[config.mk]
export PLATFORM = sky130hd
export DESIGN_NAME = rtc_bcd_cal
export DESIGN_NICKNAME = d
export VERILOG_FILES = /design/src/rtl/rtc_cal_pkg.sv /design/src/rtl/rtc_bcd_field.sv /design/src/rtl/rtc_day_cnt.sv /design/src/rtl/rtc_alarm_cmp.sv /design/src/rtl/rtc_bcd_cal.sv
export SDC_FILE = /design/constraint.sdc
export NUM_CORES = 1
export LEC_CHECK = 0
export BUFFER_PORTS_ARGS = -buffer_cell sky130_fd_sc_hd__buf_2
export CAP_MARGIN = 10
export CORE_MARGIN = 5
export CORE_UTILIZATION = 30
export CTS_CLUSTER_SIZE = 14
export DETAILED_ROUTE_END_ITERATION = 12
export GPL_ROUTABILITY_DRIVEN = 0
export PLACE_DENSITY = 0.5
export SLEW_MARGIN = 30
export SYNTH_ARGS = -nofsm -noshare
export SYNTH_HDL_FRONTEND = slang
export SYNTH_SLANG_ARGS = --single-unit
[constraint.sdc]
create_clock -name clk_i -period 6.3 [get_ports clk_i]
set_clock_uncertainty 0.2 [all_clocks]
set_input_delay 0.63 -clock clk_i [delete_from_list [all_inputs] [get_ports clk_i]]
set_output_delay 0.63 -clock clk_i [all_outputs]
set_load 0.005 [all_outputs]
[src/rtl/rtc_cal_pkg.sv]
package rtc_cal_pkg;
  localparam int ADDR_W = 4;

  localparam logic [ADDR_W-1:0] A_CTL        = 4'd0;
  localparam logic [ADDR_W-1:0] A_SEC        = 4'd1;
  localparam logic [ADDR_W-1:0] A_MIN        = 4'd2;
  localparam logic [ADDR_W-1:0] A_HOUR       = 4'd3;
  localparam logic [ADDR_W-1:0] A_DAY_LO     = 4'd4;
  localparam logic [ADDR_W-1:0] A_DAY_HI     = 4'd5;
  localparam logic [ADDR_W-1:0] A_ALM_MIN    = 4'd6;
  localparam logic [ADDR_W-1:0] A_ALM_HOUR   = 4'd7;
  localparam logic [ADDR_W-1:0] A_ALM_DAY_LO = 4'd8;
  localparam logic [ADDR_W-1:0] A_ALM_DAY_HI = 4'd9;

  localparam int CTL_RUN  = 0;
  localparam int CTL_MEN  = 1;
  localparam int CTL_HEN  = 2;
  localparam int CTL_DEN  = 3;
  localparam int CTL_IEN  = 4;
  localparam int CTL_FLG  = 5;
  localparam int CTL_BUSY = 7;

  localparam int N_BCD = 3;
  localparam logic [N_BCD-1:0][7:0] BCD_LIMITS = {8'h23, 8'h59, 8'h59};
endpackage

[src/rtl/rtc_bcd_field.sv]
module rtc_bcd_field #(
  parameter logic [7:0] LIMIT = 8'h59
) (
  input  logic       clk_i,
  input  logic       rst_ni,
  input  logic       inc_i,
  input  logic       ld_i,
  input  logic [7:0] ld_val_i,
  output logic [7:0] val_o,
  output logic [7:0] nxt_o,
  output logic       carry_o
);
  logic [7:0] val_q, inc_val;
  logic       at_top;

  always_comb begin
    // raw compare: any out-of-range byte also counts as "at top"
    at_top = (val_q >= LIMIT);
    if (at_top)                  inc_val = 8'h00;
    else if (val_q[3:0] >= 4'd9) inc_val = {val_q[7:4] + 4'd1, 4'h0};
    else                         inc_val = {val_q[7:4], val_q[3:0] + 4'd1};
    carry_o = inc_i && at_top;
    if (ld_i)       nxt_o = ld_val_i;
    else if (inc_i) nxt_o = inc_val;
    else            nxt_o = val_q;
  end

  always_ff @(posedge clk_i or negedge rst_ni) begin
    if (!rst_ni) val_q <= 8'h00;
    else         val_q <= nxt_o;
  end

  assign val_o = val_q;


  wrap_top_chk: assert property (@(posedge clk_i) disable iff (!rst_ni)
    (inc_i && !ld_i && val_q >= LIMIT) |=> (val_q == 8'h00));

  step_chk: assert property (@(posedge clk_i) disable iff (!rst_ni)
    (inc_i && !ld_i && val_q < LIMIT) |=> (val_q != $past(val_q)));

  hold_chk: assert property (@(posedge clk_i) disable iff (!rst_ni)
    (!inc_i && !ld_i) |=> $stable(val_q));
endmodule

[src/rtl/rtc_day_cnt.sv]
module rtc_day_cnt #(
  parameter int DAY_W = 15
) (
  input  logic             clk_i,
  input  logic             rst_ni,
  input  logic             inc_i,
  input  logic             ld_lo_i,
  input  logic             ld_hi_i,
  input  logic [7:0]       wdata_i,
  output logic [DAY_W-1:0] val_o,
  output logic [DAY_W-1:0] nxt_o
);
  localparam int HI_W = DAY_W - 8;
  localparam logic [DAY_W-1:0] DAY_MAX = {DAY_W{1'b1}};

  logic [DAY_W-1:0] val_q;

  always_comb begin
    nxt_o = inc_i ? val_q + 1'b1 : val_q;
    if (ld_lo_i) nxt_o[7:0]       = wdata_i;
    if (ld_hi_i) nxt_o[DAY_W-1:8] = wdata_i[HI_W-1:0];
  end

  always_ff @(posedge clk_i or negedge rst_ni) begin
    if (!rst_ni) val_q <= '0;
    else         val_q <= nxt_o;
  end

  assign val_o = val_q;


  day_wrap_chk: assert property (@(posedge clk_i) disable iff (!rst_ni)
    (inc_i && !ld_lo_i && !ld_hi_i && val_q == DAY_MAX) |=> (val_q == '0));

  day_step_chk: assert property (@(posedge clk_i) disable iff (!rst_ni)
    (inc_i && !ld_lo_i && !ld_hi_i && val_q != DAY_MAX) |=> (val_q == $past(val_q) + 1'b1));
endmodule

[src/rtl/rtc_alarm_cmp.sv]
module rtc_alarm_cmp #(
  parameter int DAY_W = 15
) (
  input  logic             men_i,
  input  logic             hen_i,
  input  logic             den_i,
  input  logic [7:0]       min_i,
  input  logic [7:0]       hour_i,
  input  logic [DAY_W-1:0] day_i,
  input  logic [7:0]       alm_min_i,
  input  logic [7:0]       alm_hour_i,
  input  logic [DAY_W-1:0] alm_day_i,
  output logic             match_o
);
  logic min_ok, hour_ok, day_ok;

  always_comb begin
    min_ok  = !men_i || (min_i == alm_min_i);
    hour_ok = !hen_i || (hour_i == alm_hour_i);
    day_ok  = !den_i || (day_i == alm_day_i);
    match_o = min_ok && hour_ok && day_ok;
  end
endmodule

[src/rtl/rtc_bcd_cal.sv]
module rtc_bcd_cal
  import rtc_cal_pkg::*;
#(
  parameter int DAY_W = 15
) (
  input  logic              clk_i,
  input  logic              rst_ni,
  input  logic              tick_i,
  input  logic              we_i,
  input  logic [ADDR_W-1:0] addr_i,
  input  logic [7:0]        wdata_i,
  output logic [7:0]        rdata_o,
  output logic              irq_o
);
  localparam int HI_W = DAY_W - 8;

  logic run_q, men_q, hen_q, den_q, ien_q, flag_q;
  logic [7:0] alm_min_q, alm_hour_q;
  logic [DAY_W-1:0] alm_day_q;

  logic       fld_inc   [N_BCD];
  logic       fld_carry [N_BCD];
  logic [7:0] fld_val   [N_BCD];
  logic [7:0] fld_nxt   [N_BCD];

  logic [DAY_W-1:0] day_val, day_nxt;
  logic wr_ctl, busy, alarm_match, alarm_hit;

  assign wr_ctl = we_i && (addr_i == A_CTL);
  assign busy   = tick_i && run_q;

  for (genvar g = 0; g < N_BCD; g++) begin : g_fld
    localparam logic [ADDR_W-1:0] FLD_ADDR = A_SEC + ADDR_W'(g);
    if (g == 0) begin : g_src
      assign fld_inc[g] = busy;
    end else begin : g_src
      assign fld_inc[g] = fld_carry[g-1];
    end
    rtc_bcd_field #(.LIMIT(BCD_LIMITS[g])) u_fld (
      .clk_i    (clk_i),
      .rst_ni   (rst_ni),
      .inc_i    (fld_inc[g]),
      .ld_i     (we_i && (addr_i == FLD_ADDR)),
      .ld_val_i (wdata_i),
      .val_o    (fld_val[g]),
      .nxt_o    (fld_nxt[g]),
      .carry_o  (fld_carry[g])
    );
  end

  rtc_day_cnt #(.DAY_W(DAY_W)) u_day (
    .clk_i   (clk_i),
    .rst_ni  (rst_ni),
    .inc_i   (fld_carry[N_BCD-1]),
    .ld_lo_i (we_i && (addr_i == A_DAY_LO)),
    .ld_hi_i (we_i && (addr_i == A_DAY_HI)),
    .wdata_i (wdata_i),
    .val_o   (day_val),
    .nxt_o   (day_nxt)
  );

  rtc_alarm_cmp #(.DAY_W(DAY_W)) u_cmp (
    .men_i      (men_q),
    .hen_i      (hen_q),
    .den_i      (den_q),
    .min_i      (fld_nxt[1]),
    .hour_i     (fld_nxt[2]),
    .day_i      (day_nxt),
    .alm_min_i  (alm_min_q),
    .alm_hour_i (alm_hour_q),
    .alm_day_i  (alm_day_q),
    .match_o    (alarm_match)
  );

  // alarm evaluated only on the minute boundary
  assign alarm_hit = fld_carry[0] && alarm_match;

  always_ff @(posedge clk_i or negedge rst_ni) begin
    if (!rst_ni) begin
      run_q <= 1'b0; men_q <= 1'b0; hen_q <= 1'b0; den_q <= 1'b0; ien_q <= 1'b0;
      flag_q <= 1'b0;
      alm_min_q <= 8'h00; alm_hour_q <= 8'h00; alm_day_q <= '0;
    end else begin
      if (wr_ctl) begin
        run_q <= wdata_i[CTL_RUN];
        men_q <= wdata_i[CTL_MEN];
        hen_q <= wdata_i[CTL_HEN];
        den_q <= wdata_i[CTL_DEN];
        ien_q <= wdata_i[CTL_IEN];
      end
      if (alarm_hit)                        flag_q <= 1'b1;
      else if (wr_ctl && wdata_i[CTL_FLG])  flag_q <= 1'b0;
      if (we_i && addr_i == A_ALM_MIN)    alm_min_q  <= wdata_i;
      if (we_i && addr_i == A_ALM_HOUR)   alm_hour_q <= wdata_i;
      if (we_i && addr_i == A_ALM_DAY_LO) alm_day_q[7:0] <= wdata_i;
      if (we_i && addr_i == A_ALM_DAY_HI) alm_day_q[DAY_W-1:8] <= wdata_i[HI_W-1:0];
    end
  end

  always_comb begin
    case (addr_i)
      A_CTL:        rdata_o = {busy, 1'b0, flag_q, ien_q, den_q, hen_q, men_q, run_q};
      A_SEC:        rdata_o = fld_val[0];
      A_MIN:        rdata_o = fld_val[1];
      A_HOUR:       rdata_o = fld_val[2];
      A_DAY_LO:     rdata_o = day_val[7:0];
      A_DAY_HI:     rdata_o = 8'(day_val >> 8);
      A_ALM_MIN:    rdata_o = alm_min_q;
      A_ALM_HOUR:   rdata_o = alm_hour_q;
      A_ALM_DAY_LO: rdata_o = alm_day_q[7:0];
      A_ALM_DAY_HI: rdata_o = 8'(alm_day_q >> 8);
      default:      rdata_o = 8'h00;
    endcase
  end

  assign irq_o = flag_q && ien_q;


  flag_set_chk: assert property (@(posedge clk_i) disable iff (!rst_ni)
    alarm_hit |=> flag_q);

  flag_clr_chk: assert property (@(posedge clk_i) disable iff (!rst_ni)
    (wr_ctl && wdata_i[CTL_FLG] && !alarm_hit) |=> !flag_q);

  flag_keep_chk: assert property (@(posedge clk_i) disable iff (!rst_ni)
    (flag_q && !(wr_ctl && wdata_i[CTL_FLG])) |=> flag_q);

  busy_read_chk: assert property (@(posedge clk_i) disable iff (!rst_ni)
    (addr_i == A_CTL && !tick_i) |-> !rdata_o[CTL_BUSY]);

  irq_rise_chk: assert property (@(posedge clk_i) disable iff (!rst_ni)
    $rose(irq_o) |-> ($past(alarm_hit) || $past(wr_ctl)));
endmodule

==> flow_summary.toml <==
[status]
status = "finished, final reports clean"

[min_path]
hp-class = "primary input to asynchronous set/reset pin"

[power]
p_leak_nw = 2.66
power_density_nw_per_um2 = 385
ir_drop_uv = 190
total_power_mw = 2.53

[sta]
setup_ws_ns = 2.55
fmax_mhz = 267
finalHoldViolCount = 0
period_share_pct = 59.5
tns_ns = 0
slew_viol_final = 0
layout_min_cycle_time_ns = 3.75
worst_slew_margin_rel_pct = 38.9
rsz0062_at_grt = "no"
setup_violations = 0
tightest_slew_ns = 0.910

[synth]
yosys-top-cells-area = "dfrtp_1 32%, mux2_2 6.4%, nand2_1 4.3%"
synth-seq-cells = 76
post-synth-top-area-cell = "dfrtp_1"
syn_avg_cell_area_um2 = 8.71
syn_area_um2 = 5960
ys_warn_count = 0
async_flop_share_pct = 100
synth_edf_count = 0
synthesis.nets = 717
synth.yosys.seq_area_share_pct = 31.9
synth.top_cell.area_share_pct = 31.9
synth_ff_type = "dfrtp_1"
yosysMostFrequentCell = "dfrtp_1"
ys_types = 78
synth_common_cells = "76 x dfrtp_1, 68 x nand2_1, 46 x nor2_1"
netlist_instances = 685

[layout]
drive_gt1_share_pct = 13.2
fill_cells = 2051
syn_to_final_growth_pct = 10.2
register_area_um2 = 1900
finalNetCount = 702
antenna-diode-count = 0
multi_input_area_um2 = 3770

[floorplan]
die_area_um2 = 22800
boundaryPins = 25
core_area_um2 = 19500
die_y_um = 151
num_rows = 51
die_w_um = 151
initial_core_util_pct = 30.5

[setup_path]
r2r_start = "g_fld[1].u_fld.val_o[0]"
worstSetupPathType = "register to register"
cp_max_fo = 14
critPathLaunch = "g_fld[1].u_fld.val_o[0]"
end_kind = "register"
arrival_ns = 3.82
setup.worst_path.start_class = "register"
required_ns = 6.37

[clock_tree]
holdBufCountCts = 0
cts_resized = 0
tritoncts = "done"
path_clk_slew_ns = 0.07
postCtsSetupBuffers = 0
h-tree-depth = 3
root_buffer = "clkbuf_16"
clk_path_buf_depth = 2
numCtsBuffers = 9
cts_sinks = 76
worstSkewPairLatency_ns = 0.36

[routing]
drc_errors = 0
routedWlPerCell_um = 22.4
vias_per_cell = 5.91
antenna_left = 0
num_vias = 5556
routed_wirelength_um = 21000
dr.pass1.iters = 5
drt_iter0_drc = 782

[global_route]
grt_usage_pct = 18.7
grt_max_degree = 77
antenna_found_initial = 0
grt_pass1_wl_um = 32000
grt_pass1_vias = 5130
gr-total-overflow = 0

[job]
drv_cap = 0

[placed_design]
dpl.hpwl_um = 15100
place_ws_ns = 2.64
portBuffers = 24
==> cell type report <==
class	count	area share, %
multi-input cells	537	57.4
well taps	265	5.05
clock buffers	11	3.69
inverters	20	1.14
repair buffers	26	2.15
clock inverters	5	1.64
flip-flops and latches	76	28.9
==> cells by family after synthesis <==
group | synth area share (%)
mux | 9.19
fa+ha+maj | 3.36
xor+xnor | 8.22
simple gates | 21.0
buf+inv | 4.89
flops | 31.9
compound gates | 21.5
==> state kept, by name, summed over array words and instances, names as in the netlist <==
| register | flops |
|---|---|
| run_q | 1 |
| alm_hour_q | 8 |
| alm_day_q | 15 |
| flag_q | 1 |
| men_q | 1 |
| u_day.val_o | 15 |
| g_fld.u_fld.val_o | 24 |
| den_q | 1 |
| ien_q | 1 |
| hen_q | 1 |
| alm_min_q | 8 |
==> cells in the final DEF (no fill, tap or decap), drive strengths merged, types with 5 or more instances in the layout <==
master	netlist	final
nor3	21	21
nand2	68	68
ha	16	16
o21ai	39	39
mux2	34	34
o2111ai	5	5
a21oi	32	32
a31oi	11	11
dfrtp	76	76
nand4	12	12
a41oi	5	5
and3	13	13
inv	20	21
nor2b	14	14
a221oi	7	7
nor4	9	9
a211oi	5	5
o211ai	7	7
clkbuf	38	11
o22ai	5	5
xnor2	29	29
buf	14	26
nor2	46	46
a22o	9	9
a22oi	11	11
nand3	22	22
nand2b	10	10
and2	7	7
xor2	19	19
mux2i	12	12
==> metrics by stage <==
step	std cells	cell area [um2]	util [%]	hold WS (ns)
6_report	940	6570	33.7	0.0947
5_1_grt	940	6570	33.7	0.185
3_5_place_dp	924	6220	31.9	0.329
2_1_floorplan	685	5960	-	0.134
4_1_cts	940	6570	33.7	0.146
3_3_place_gp	924	6220	31.8	0.323
==> layer usage <==
layer / wire length [um] / GRT usage (%) / vias up
met5: 0 / 0 / -
met4: 676 / 6.35 / 0
met3: 1380 / 4.10 / 52
met2: 9590 / 29.4 / 264
met1: 9370 / 25.5 / 2739
li1: - / - / 2501
==> path summary, 6_finish.rpt <==
kind | to | slack [ns] | cells past startpoint
min reg2reg | ien_q | 0.34 | 1
min in group clk_i | ien_q | 0.34 | 1
max reg2reg | flag_q | 2.55 | 10
min | g_fld[1].u_fld.val_o[3] | 0.09 | 1
max | flag_q | 2.55 | 10
max in group asynchronous | alm_hour_q[6] | 5.24 | 1
==> critical path, stage by stage (launching register included) <==
cell and delay [ns]:
dfrtp_1 0.47, inv_1 0.11, ha_1 0.20, or3b_1 0.29
a41o_1 0.53, nand4_2 0.44, nor3_1 0.46, xor3_1 0.28
o31ai_1 0.21, o2111ai_1 0.20, a211oi_2 0.26
==> power breakdown <==
| group | switching [mW] | total [mW] | internal, mW |
|---|---|---|---|
| logic | 0.542 | 0.963 | 0.421 |
| clock network | 0.230 | 0.630 | 0.400 |
| registers | 0.302 | 0.937 | 0.636 |
(Power assumes the default switching activity.)
